**src/rtl/sem_pkg.sv**
```systemverilog
package sem_pkg;
  // per-token command decoded from one port access
  typedef struct packed {
    logic req;
    logic rel;
  } sem_cmd_t;
endpackage

```
**src/rtl/sem_port_dec.sv**
```systemverilog
module sem_port_dec
  import sem_pkg::*;
#(
  parameter int NUM_SEM = 8,
  parameter int ADDR_W  = 12,
  parameter int DATA_W  = 8,
  localparam int SEL_W  = $clog2(NUM_SEM)
) (
  input  logic              sel_ni,
  input  logic              we_i,
  input  logic [ADDR_W-1:0] addr_i,
  input  logic [DATA_W-1:0] data_i,
  output sem_cmd_t          cmd_o [NUM_SEM]
);
  logic wr_act;
  assign wr_act = ~sel_ni & we_i;

  for (genvar g = 0; g < NUM_SEM; g++) begin : g_tok
    logic hit;
    assign hit        = wr_act && (addr_i[SEL_W-1:0] == SEL_W'(g));
    assign cmd_o[g].req = hit & ~data_i[0];
    assign cmd_o[g].rel = hit &  data_i[0];
  end
endmodule

```
**src/rtl/sem_cell.sv**
```systemverilog
module sem_cell
  import sem_pkg::*;
(
  input  logic     clk_i,
  input  logic     rst_ni,
  input  sem_cmd_t l_cmd_i,
  input  sem_cmd_t r_cmd_i,
  output logic     own_l_o,
  output logic     own_r_o,
  output logic     pend_l_o,
  output logic     pend_r_o
);
  logic own_l_q, own_r_q, pend_l_q, pend_r_q;
  logic own_l_d, own_r_d, pend_l_d, pend_r_d;
  logic keep_l, keep_r, want_l, want_r;

  always_comb begin
    keep_l = own_l_q & ~l_cmd_i.rel;
    keep_r = own_r_q & ~r_cmd_i.rel;
    // owner requests are dropped
    want_l = (pend_l_q | l_cmd_i.req) & ~own_l_q;
    want_r = (pend_r_q | r_cmd_i.req) & ~own_r_q;
    own_l_d  = 1'b0;
    own_r_d  = 1'b0;
    pend_l_d = 1'b0;
    pend_r_d = 1'b0;
    if (keep_l || keep_r) begin
      own_l_d  = keep_l;
      own_r_d  = keep_r;
      pend_l_d = want_l;
      pend_r_d = want_r;
    end else if (want_l) begin
      // left has fixed priority on a free token
      own_l_d  = 1'b1;
      pend_r_d = want_r;
    end else if (want_r) begin
      own_r_d  = 1'b1;
    end
  end

  always_ff @(posedge clk_i or negedge rst_ni) begin
    if (!rst_ni) begin
      own_l_q  <= 1'b0;
      own_r_q  <= 1'b0;
      pend_l_q <= 1'b0;
      pend_r_q <= 1'b0;
    end else begin
      own_l_q  <= own_l_d;
      own_r_q  <= own_r_d;
      pend_l_q <= pend_l_d;
      pend_r_q <= pend_r_d;
    end
  end

  assign own_l_o  = own_l_q;
  assign own_r_o  = own_r_q;
  assign pend_l_o = pend_l_q;
  assign pend_r_o = pend_r_q;
endmodule

```
**src/rtl/sem_rd_mux.sv**
```systemverilog
module sem_rd_mux #(
  parameter int NUM_SEM = 8,
  parameter int ADDR_W  = 12,
  parameter int DATA_W  = 8,
  localparam int SEL_W  = $clog2(NUM_SEM)
) (
  input  logic               sel_ni,
  input  logic               we_i,
  input  logic [ADDR_W-1:0]  addr_i,
  input  logic [NUM_SEM-1:0] own_i,
  output logic [DATA_W-1:0]  data_o
);
  always_comb begin
    data_o = '1;
    if (!sel_ni && !we_i) data_o[0] = ~own_i[addr_i[SEL_W-1:0]];
  end
endmodule

```
**src/rtl/sem_bank.sv**
```systemverilog
module sem_bank
  import sem_pkg::*;
#(
  parameter int NUM_SEM = 8,
  parameter int ADDR_W  = 12,
  parameter int DATA_W  = 8
) (
  input  logic              clk_i,
  input  logic              rst_ni,
  input  logic              l_sel_ni,
  input  logic              l_we_i,
  input  logic [ADDR_W-1:0] l_addr_i,
  input  logic [DATA_W-1:0] l_data_i,
  output logic [DATA_W-1:0] l_data_o,
  input  logic              r_sel_ni,
  input  logic              r_we_i,
  input  logic [ADDR_W-1:0] r_addr_i,
  input  logic [DATA_W-1:0] r_data_i,
  output logic [DATA_W-1:0] r_data_o
);
  sem_cmd_t           l_cmd [NUM_SEM];
  sem_cmd_t           r_cmd [NUM_SEM];
  logic [NUM_SEM-1:0] own_l, own_r, pend_l, pend_r;

  sem_port_dec #(.NUM_SEM(NUM_SEM), .ADDR_W(ADDR_W), .DATA_W(DATA_W)) i_dec_l (
    .sel_ni(l_sel_ni), .we_i(l_we_i), .addr_i(l_addr_i), .data_i(l_data_i), .cmd_o(l_cmd)
  );
  sem_port_dec #(.NUM_SEM(NUM_SEM), .ADDR_W(ADDR_W), .DATA_W(DATA_W)) i_dec_r (
    .sel_ni(r_sel_ni), .we_i(r_we_i), .addr_i(r_addr_i), .data_i(r_data_i), .cmd_o(r_cmd)
  );

  for (genvar g = 0; g < NUM_SEM; g++) begin : g_cell
    sem_cell i_cell (
      .clk_i   (clk_i),
      .rst_ni  (rst_ni),
      .l_cmd_i (l_cmd[g]),
      .r_cmd_i (r_cmd[g]),
      .own_l_o (own_l[g]),
      .own_r_o (own_r[g]),
      .pend_l_o(pend_l[g]),
      .pend_r_o(pend_r[g])
    );
  end

  sem_rd_mux #(.NUM_SEM(NUM_SEM), .ADDR_W(ADDR_W), .DATA_W(DATA_W)) i_rd_l (
    .sel_ni(l_sel_ni), .we_i(l_we_i), .addr_i(l_addr_i), .own_i(own_l), .data_o(l_data_o)
  );
  sem_rd_mux #(.NUM_SEM(NUM_SEM), .ADDR_W(ADDR_W), .DATA_W(DATA_W)) i_rd_r (
    .sel_ni(r_sel_ni), .we_i(r_we_i), .addr_i(r_addr_i), .own_i(own_r), .data_o(r_data_o)
  );
endmodule

```
**config.mk**
```make
export PLATFORM = sky130hd
export DESIGN_NAME = sem_bank
export DESIGN_NICKNAME = d
export VERILOG_FILES = /design/src/rtl/sem_pkg.sv /design/src/rtl/sem_port_dec.sv /design/src/rtl/sem_cell.sv /design/src/rtl/sem_rd_mux.sv /design/src/rtl/sem_bank.sv
export SDC_FILE = /design/constraint.sdc
export NUM_CORES = 1
export LEC_CHECK = 0
export BUFFER_PORTS_ARGS = -buffer_cell sky130_fd_sc_hd__buf_4
export CORE_ASPECT_RATIO = 1.25
export CORE_MARGIN = 10
export CORE_UTILIZATION = 45
export CTS_CLUSTER_SIZE = 30
export DETAILED_ROUTE_END_ITERATION = 8
export GPL_ROUTABILITY_DRIVEN = 0
export PLACE_DENSITY = 0.83
export SLEW_MARGIN = 10
export SYNTH_ARGS = -nofsm -noshare
export SYNTH_HDL_FRONTEND = slang
export SYNTH_SLANG_ARGS = --single-unit
```
**constraint.sdc**
```tcl
create_clock -name clk_i -period 1.3 [get_ports clk_i]
set_input_delay 0.195 -clock clk_i [delete_from_list [all_inputs] [get_ports clk_i]]
set_output_delay 0.195 -clock clk_i [all_outputs]
set_load 0.03 [all_outputs]
```
# --- Yosys cells after proc, flatten, opt, wreduce, memory -nomap -nowiden ---
# Cells that the tools add are included.
# W data, S select, Z words.
word_totals:
  reg_bits: 32
  latch_bits: 0
  mem_bits_rw: 0
  mem_bits_ro: 0
  out_inout_bits: 16
  word_cells: 270
  mem_count: 0
classes:
  n_addsub: 0
  multipliers: 0
  div_mod_pow: 0
  order_cmp: 2
  eq_ne: 14
  shifts: 0
  n_mux: 70
  bitwise_logic: 120
  reduce_logical: 32
op_table:
  columns: ["op", "n"]
  rows:
  - ["$mux W1", 68]
  - ["$and A1 B1 Y1", 66]
  - ["$not A1 Y1", 38]
  - ["$eq A3 B3 Y1 const B", 8]
  - ["$logic_and A1 B1 Y1", 18]
  - ["$or A1 B1 Y1", 16]
  - ["$eq A3 B2 Y1 const B", 4]
  - ["$logic_or A1 B1 Y1", 8]
  - ["$lt A3 B4 Y1 const B", 2]
  - ["$bmux W1 S3", 2]
  - ["$eq A3 B1 Y1 const B", 2]
  - ["$logic_not A3 Y1", 2]
  - ["$logic_not A1 Y1", 4]

# --- Depth between registers and ports, before layout ---
# Gate-level depths: netlist of the first run.
logic_depth:
  word_depth: 9
  ltp_mapped: 5
  mapped_depth_nobuf: 4

# --- By module ---
# A second synthesis of the first run with hierarchy kept.
hier_totals:
  cells_unflattened: 192
  hier_area_um2: 1891.8
modules_own_cells:
  columns: ["mod", "n_inst", "cells_each", "area_each_um2", "seq_area_each_um2"]
  rows:
  - ["sem_cell", 8, 14, 170.2, 100.1]
  - ["sem_rd_mux", 2, 17, 133.9, 0.0]
  - ["sem_port_dec", 2, 23, 131.4, 0.0]

# --- Least setup slack after synthesis of the first run ---
# No wires, ideal clock.
synth_path:
  kind: "input -> output"
  startpoint: "input port r_addr_i[0]"
  endpoint: "output port r_data_o[0]"
  arrival_ps: 1260
  t_required_ps: 1105
  path_slack_ps: -155
  stages: 4
  n_path_buf: 1
  path_cell_list: "buf_2 mux4_2 mux2i_1 or3_1"
synth_via:
  elab_chain_len: 4
synth_lines:
  columns: ["element", "line_no", "source"]
  rows:
  - ["start, declared", "sem_bank.sv:17", "input logic [ADDR_W-1:0] r_addr_i,"]
  - ["$bmux W1 S3", "sem_rd_mux.sv:15", "if (!sel_ni && !we_i) data_o[0] = ~own_i[addr_i[SEL_W-1:0]];"]
  - ["$mux W1 (implied by the code)", "sem_rd_mux.sv:15", null]
  - ["$not A1 Y1", "sem_rd_mux.sv:15", null]
  - ["$mux W1", "sem_rd_mux.sv:15", null]
  - ["end, declared", "sem_bank.sv:19", "output logic [DATA_W-1:0] r_data_o"]
# No other way between the ends. The select of a mux whose other input is x is not followed.

# --- Final worst setup path of the first run ---
layout_path:
  startpoint: "register g_cell[7].i_cell.own_l_q"
  endpoint: "output port l_data_o[0]"
layout_via:
  elab_chain_len: 4
layout_lines:
  columns: ["element", "line_no", "source"]
  rows:
  - ["start, declared", "sem_cell.sv:13", "logic own_l_q, own_r_q, pend_l_q, pend_r_q;"]
  - ["start signal, assigned", "sem_cell.sv:48", "own_l_q <= own_l_d;"]
  - ["$bmux W1 S3", "sem_rd_mux.sv:15", null]
  - ["$mux W1 (implied by the code)", "sem_rd_mux.sv:15", null]
  - ["$not A1 Y1", "sem_rd_mux.sv:15", null]
  - ["$mux W1", "sem_rd_mux.sv:15", null]
  - ["end, declared", "sem_bank.sv:14", "output logic [DATA_W-1:0] l_data_o,"]
# No other way between the ends. The select of a mux whose other input is x is not followed.

==> reports/results.txt, run 1 <==
XOR/XNOR Fraction of Synth Area -> 0%
Startpoint types -> flop
Initial antenna violation count -> 0
HP Class -> primary input to flop
Highest-delay cell along the critical path -> mux4_2
Status -> finished with violations
Max Cap Viol -> 0
Fillers -> 357
DRC Markers -> 0
Fraction of layout cells with a size suffix above 1 -> 28.0%
Multi-input logic area -> 936 µm²
Post-Syn Area -> 1870 µm²
Most common cell after layout, fill and taps aside -> buf_4
Total global-route track usage -> 13.5%
Cell variety after synth -> 39
Clock H-tree levels -> 2
CP Max Fanout -> 2
Worst slack, placed -> -0.200 ns
Antenna diodes -> 0
Number of vias per cell -> 5.51
Detailed Routing Iterations Pass 1 -> 4
Seq cells post-synth -> 32
Number of global-route vias before repair -> 1,729
Clock latency on the worst-skew pair -> 0.29 ns
CP required -> 1.11 ns
Min cycle time layout -> 1.79 ns
Remaining Overflow, GRT -> 0
Crit. End Element -> output pin
Die Footprint -> 7150 µm²
Clock Path Buffers -> 2
Placed cell count -> 282
Antenna Nets Post-Route -> 0
Worst-path cell chain -> mux4_2, mux2i_1, or3_4, buf_6
Power Density -> 1440 nW/µm²
Num rows -> 26
Worst setup margin -> -0.495 ns
Number of flops mapped to enable cells by yosys -> 0
First-pass GRT wire length -> 7.86 mm
Fin crit share -> 138%
Post-synthesis compound-gate area fraction -> 23.4%
Crit-path max cell delay -> 0.48 ns
Routed len/inst -> 15.7 µm
Num Clock Sinks -> 32
Failing checks -> setup timing
Largest net degree at the start of global routing -> 33
Adder-Cell Fraction of Synth Area -> 0%
Core box area -> 4070 µm²
Worst r2r src -> g_cell[0].i_cell.own_l_o$_DFF_PN0_
WS Path Type -> flop to output pin
Drt initial violations -> 103
HP Start -> l_addr_i[0]
Top Family by Delay on Critical Path -> multiplexers
Overall Power -> 3.32 mW
CTS buffer count -> 5
IO Count -> 62
Worst Setup SP -> g_cell[7].i_cell.own_l_o$_DFF_PN0_
Commonest cells after routing, fill and taps aside -> 42 x buf_4, 32 x dfrtp_1, 17 x inv_1
Multiplexer area fraction after synthesis -> 5.89%
Clock Skews -> 0.00772 ns
Register area -> 801 µm²
Final max-slew violation count -> 0
Leading register cell type out of synthesis -> dfrtp_1
Nets -> 281
CP bufs+invs -> 1
Initial Util -> 46.0%
Post-Route WL -> 4.60 mm
TritonCTS clock tree -> done
Maximum VDD drop -> 0.578 mV
Post-DP HPWL -> 3.53 mm
Final Hold Fails -> 0
Final-report setup violation count -> 2
RSZ-0062 raised after global routing -> yes
Area growth syn-to-layout -> 23.4%
Fin cells -> 292
Height of the chip -> 92.1 µm
Mean Syn Cell Area -> 9.90 µm²
Lkg Pwr -> 1.08 nW
Clock transition at the registers of the reported paths -> 0.07 ns
Register area share after synthesis -> 42.8%
Post-Synthesis Cells -> 189
DR vias -> 1,608
Clock tree root driver cell -> clkbuf_8
Async SR Flop Fraction -> 100%
IO Port Bufs -> 15
Die X -> 77.7 µm
Post-synthesis simple-gate area fraction -> 17.4%
Warnings from Yosys -> 0
Critical Path AT -> 1.60 ns
Max Freq -> 557 MHz
Largest family of logic cells by synthesized area -> compound AO/OA/AOI/OAI gates
kinds of logic after synthesis:
logic type | after synthesis
AOI/OAI and AO/OA | 62
and+or+nand+nor | 52
buffers and inverters | 36
DFF | 32
muxes | 6
other | 1
power breakdown:
part / internal (mW) / leakage, nW / total [mW] / switching (mW)
sequential: 1.19 / 0.415 / 1.31 / 0.123
clock: 0.432 / 0.0455 / 0.803 / 0.372
combinational: 0.585 / 0.624 / 1.20 / 0.619
state kept, by name, indices dropped and copies added (netlist names):
name / cells
g_cell.i_cell.own_l_o: 8
g_cell.i_cell.own_r_o: 8
g_cell.i_cell.pend_l_o: 8
g_cell.i_cell.pend_r_o: 8
cells in the mapped netlist (2+ instances only):
| master | instances | area (µm²) |
|---|---|---|
| and3_1 | 3 | 18.8 |
| o2bb2ai_1 | 2 | 17.5 |
| dfrtp_1 | 32 | 801 |
| buf_4 | 14 | 105 |
| a32oi_1 | 5 | 43.8 |
| mux2i_1 | 2 | 20.0 |
| o211a_1 | 7 | 70.1 |
| buf_2 | 4 | 20.0 |
| o21ai_0 | 8 | 40.0 |
| a211oi_1 | 9 | 67.6 |
| a22oi_2 | 2 | 25.0 |
| and2b_1 | 2 | 15.0 |
| o31ai_1 | 2 | 15.0 |
| nand2_1 | 12 | 45.0 |
| nand4bb_1 | 2 | 22.5 |
| or3_1 | 2 | 12.5 |
| nor2_1 | 15 | 56.3 |
| mux4_2 | 4 | 90.1 |
| nand2b_1 | 2 | 12.5 |
| nand2_2 | 2 | 12.5 |
| a21oi_1 | 7 | 35.0 |
| inv_1 | 17 | 63.8 |
| a22o_1 | 6 | 52.6 |
| o21ai_1 | 13 | 65.1 |
what timing repair did:
action	in CTS	in global routing
hold buffers	1	0
setup buffers	1	0
endpoints found under the hold margin	32	0
setup endpoints to repair	2	2
pin swaps	1	0
resized for setup	2	0
final cells by class:
type / instances / share of cell area, %
Multi-Input combinational cell: 134 / 40.5
Sequential cell: 32 / 34.7
Timing Repair Buffer: 45 / 15.1
Clock buffer: 8 / 3.90
Tap cell: 56 / 3.04
Inverter: 17 / 2.76
metal layers:
metal	vias to the layer above	routed length (µm)	GRT usage, %
met2	57	2450	24.0
met4	0	112	7.77
li1	759	-	-
met1	781	1810	14.0
met3	11	217	3.52
met5	-	0	0
per-stage QoR:
step	hold slack (ns)	utilization, %	instance area [µm²]	TNS, ns
6_report	0.263	56.8	2310	-0.977
5_1_grt	0.281	56.8	2310	-1.07
4_1_cts	0.257	56.8	2310	-0.978
3_5_place_dp	0.158	53.9	2190	-0.660
3_3_place_gp	0.161	53.9	2190	-0.416
2_1_floorplan	-0.101	-	1930	-0.118
worst paths after layout:
kind | to | slack, ns | depth (start not counted)
worst min-delay path | g_cell[3].i_cell.pend_l_o$_DFF_PN0_ | 0.26 | 3
worst max register to register | g_cell[0].i_cell.own_r_o$_DFF_PN0_ | 0.13 | 4
worst min register to register | g_cell[3].i_cell.pend_r_o$_DFF_PN0_ | 0.52 | 1
worst max-delay path | l_data_o[0] | -0.49 | 4
min in group asynchronous | g_cell[4].i_cell.pend_r_o$_DFF_PN0_ | 0.37 | 2
max in group asynchronous | g_cell[7].i_cell.own_r_o$_DFF_PN0_ | 0.61 | 2
worst register-to-register path: cells and delay by family (launching register included):
family | cells | cell delay (ns)
compound gates | 2 | 0.48
buf+inv | 1 | 0.15
flops | 1 | 0.38
simple gates | 1 | 0.09
(Power assumes the default switching activity.)
==> inputs of run 2 (changes only) <==
--- a/config.mk
+++ b/config.mk
@@ -10,3 +10,3 @@
 export CORE_MARGIN = 10
-export CORE_UTILIZATION = 45
+export CORE_UTILIZATION = 42
 export CTS_CLUSTER_SIZE = 30
@@ -14,3 +14,3 @@
 export GPL_ROUTABILITY_DRIVEN = 0
-export PLACE_DENSITY = 0.83
+export PLACE_DENSITY = 0.79
 export SLEW_MARGIN = 10
==> constraint.sdc (replaced) <==
create_clock -name clk_i -period 1.3 [get_ports clk_i]
set_input_delay 0.065 -clock clk_i [delete_from_list [all_inputs] [get_ports clk_i]]
set_output_delay 0.065 -clock clk_i [all_outputs]
set_load 0.03 [all_outputs]
==> reports/results.txt, run 2 (synthesis gave the netlist of run 1 again) <==
Combinational Power Share -> 35.2%
Switch share -> 33.0%
Most common cell after layout, fill and taps aside -> buf_4
Total global-route track usage -> 11.6%
Largest net degree at the start of global routing -> 33
Max Freq -> 609 MHz
Critical path depth -> 4
Area growth syn-to-layout -> 20.1%
Critical Path AT -> 1.58 ns
Initial antenna violation count -> 0
Num Clock Sinks -> 32
Worst-path cell chain -> mux4_2, mux2i_1, or3_1, buf_6
Overall Power -> 3.24 mW
Clock tree root driver cell -> clkbuf_8
Crit. End Element -> output pin
Min cycle time layout -> 1.64 ns
TritonCTS clock tree -> done
Maximum VDD drop -> 0.489 mV
CP required -> 1.24 ns
Post-Route WL -> 4.19 mm
Die Footprint -> 7540 µm²
Remaining Overflow, GRT -> 0
Internal power -> 2.17 mW
Final hold slack -> 0.144 ns
First-pass GRT wire length -> 7.05 mm
Startpoint types -> flop
Final max-slew violation count -> 0
Num rows -> 27
Crit-path max cell delay -> 0.46 ns
Clock H-tree levels -> 2
WS Path Type -> flop to output pin
Drt initial violations -> 72
Core box area -> 4360 µm²
Nets -> 273
Fraction of layout cells with a size suffix above 1 -> 25.0%
HP Class -> primary input to flop
Max Cap Viol -> 0
Top Family by Delay on Critical Path -> multiplexers
Worst setup margin -> -0.342 ns
Clock transition at the registers of the reported paths -> 0.07 ns
Status -> finished with violations
Clock Skews -> 0.00313 ns
Lkg Pwr -> 1.05 nW
Clock Path Buffers -> 2
CP Max Fanout -> 3
Final-report setup violation count -> 2
Routed len/inst -> 14.7 µm
Antenna Nets Post-Route -> 0
Number of vias per cell -> 5.32
Clock latency on the worst-skew pair -> 0.28 ns
CP bufs+invs -> 1
Detailed Routing Iterations Pass 1 -> 4
Power Density -> 1440 nW/µm²
Switching power -> 1.07 mW
RSZ-0062 raised after global routing -> yes
DR vias -> 1,521
Worst R2R Path Depth -> 4
Fillers -> 396
Height of the chip -> 94.6 µm
Sequential Power Share -> 40.4%
CTS buffer count -> 5
DRC Markers -> 0
Antenna diodes -> 0
Commonest cells after routing, fill and taps aside -> 34 x buf_4, 32 x dfrtp_1, 17 x inv_1
Fin crit share -> 126%
Die X -> 79.7 µm
Initial Util -> 42.9%
Number of global-route vias before repair -> 1,583
Hold Path Stages -> 3
Highest-delay cell along the critical path -> mux4_2
Final Hold Fails -> 0
Post-DP HPWL -> 3.22 mm
Clock power frac -> 24.4%
Failing checks -> setup timing
IO Count -> 62
IO Port Bufs -> 15
run 2: per-stage QoR:
stage / util [%] / setup WS (ns) / instances / TNS, ns / area, µm²
6_report: 51.5 / -0.342 / 286 / -0.666 / 2250
5_1_grt: 51.5 / -0.402 / 286 / -0.802 / 2250
4_1_cts: 51.5 / -0.344 / 286 / -0.672 / 2250
3_5_place_dp: 49.1 / -0.0380 / 277 / -0.0728 / 2140
3_3_place_gp: 49.1 / -0.0288 / 277 / -0.0514 / 2140
2_1_floorplan: - / 0.0237 / 202 / 0 / 1920
run 2: final timing paths:
check / from / end / slack [ns]
setup / recovery: g_cell[5].i_cell.own_r_o$_DFF_PN0_ / r_data_o[0] / -0.34
hold / removal: l_addr_i[1] / g_cell[3].i_cell.pend_l_o$_DFF_PN0_ / 0.14
setup reg to reg: g_cell[0].i_cell.own_l_o$_DFF_PN0_ / g_cell[0].i_cell.own_r_o$_DFF_PN0_ / 0.10
hold reg to reg: g_cell[3].i_cell.pend_r_o$_DFF_PN0_ / g_cell[3].i_cell.pend_r_o$_DFF_PN0_ / 0.52
max in group asynchronous: rst_ni / g_cell[7].i_cell.pend_l_o$_DFF_PN0_ / 0.75
min in group asynchronous: rst_ni / g_cell[4].i_cell.own_l_o$_DFF_PN0_ / 0.25
run 2: worst min-delay path, cell delays in order:
cell      delay, ns
buf_4          0.15
nand3_2        0.09
a211oi_1       0.08
run 2: cell type report:
type,instances,area [µm²],area share [%]
Timing Repair Buffer,37,288,12.8
Sequential cell,32,801,35.7
Multi-Input combinational cell,134,931,41.4
Tap cell,58,72.6,3.23
Inverter,17,63.8,2.84
Clock buffer,8,90.1,4.01
run 2: routing by layer:
metal  track usage [%]  up-vias  wire [µm]
met5                 0        -          0
met4              6.74        0        111
met3              3.23        9        213
met2              19.6       39       2060
met1              12.8      733       1800
li1                  -      740          -
run 2: what timing repair did:
action                                 in CTS  in global routing
endpoints found under the hold margin      32                  0
gates resized for setup                     2                  0
setup endpoints to repair                   2                  2
hold buffers                                1                  0
setup buffers                               0                  0
cloned                                      0                  0
run 2: power by group through the flow:
| stage | Sequential [mW] | Combinational, mW | Clock (mW) |
|---|---|---|---|
| 2_1_floorplan | 1.36 | 0.637 | 0 |
| 3_3_place_gp | 1.32 | 1.09 | 0 |
| 3_5_place_dp | 1.32 | 1.12 | 0 |
| 4_1_cts | 1.31 | 1.13 | 0.813 |
| 5_1_grt | 1.33 | 1.25 | 0.845 |
| 6_report | 1.31 | 1.14 | 0.790 |
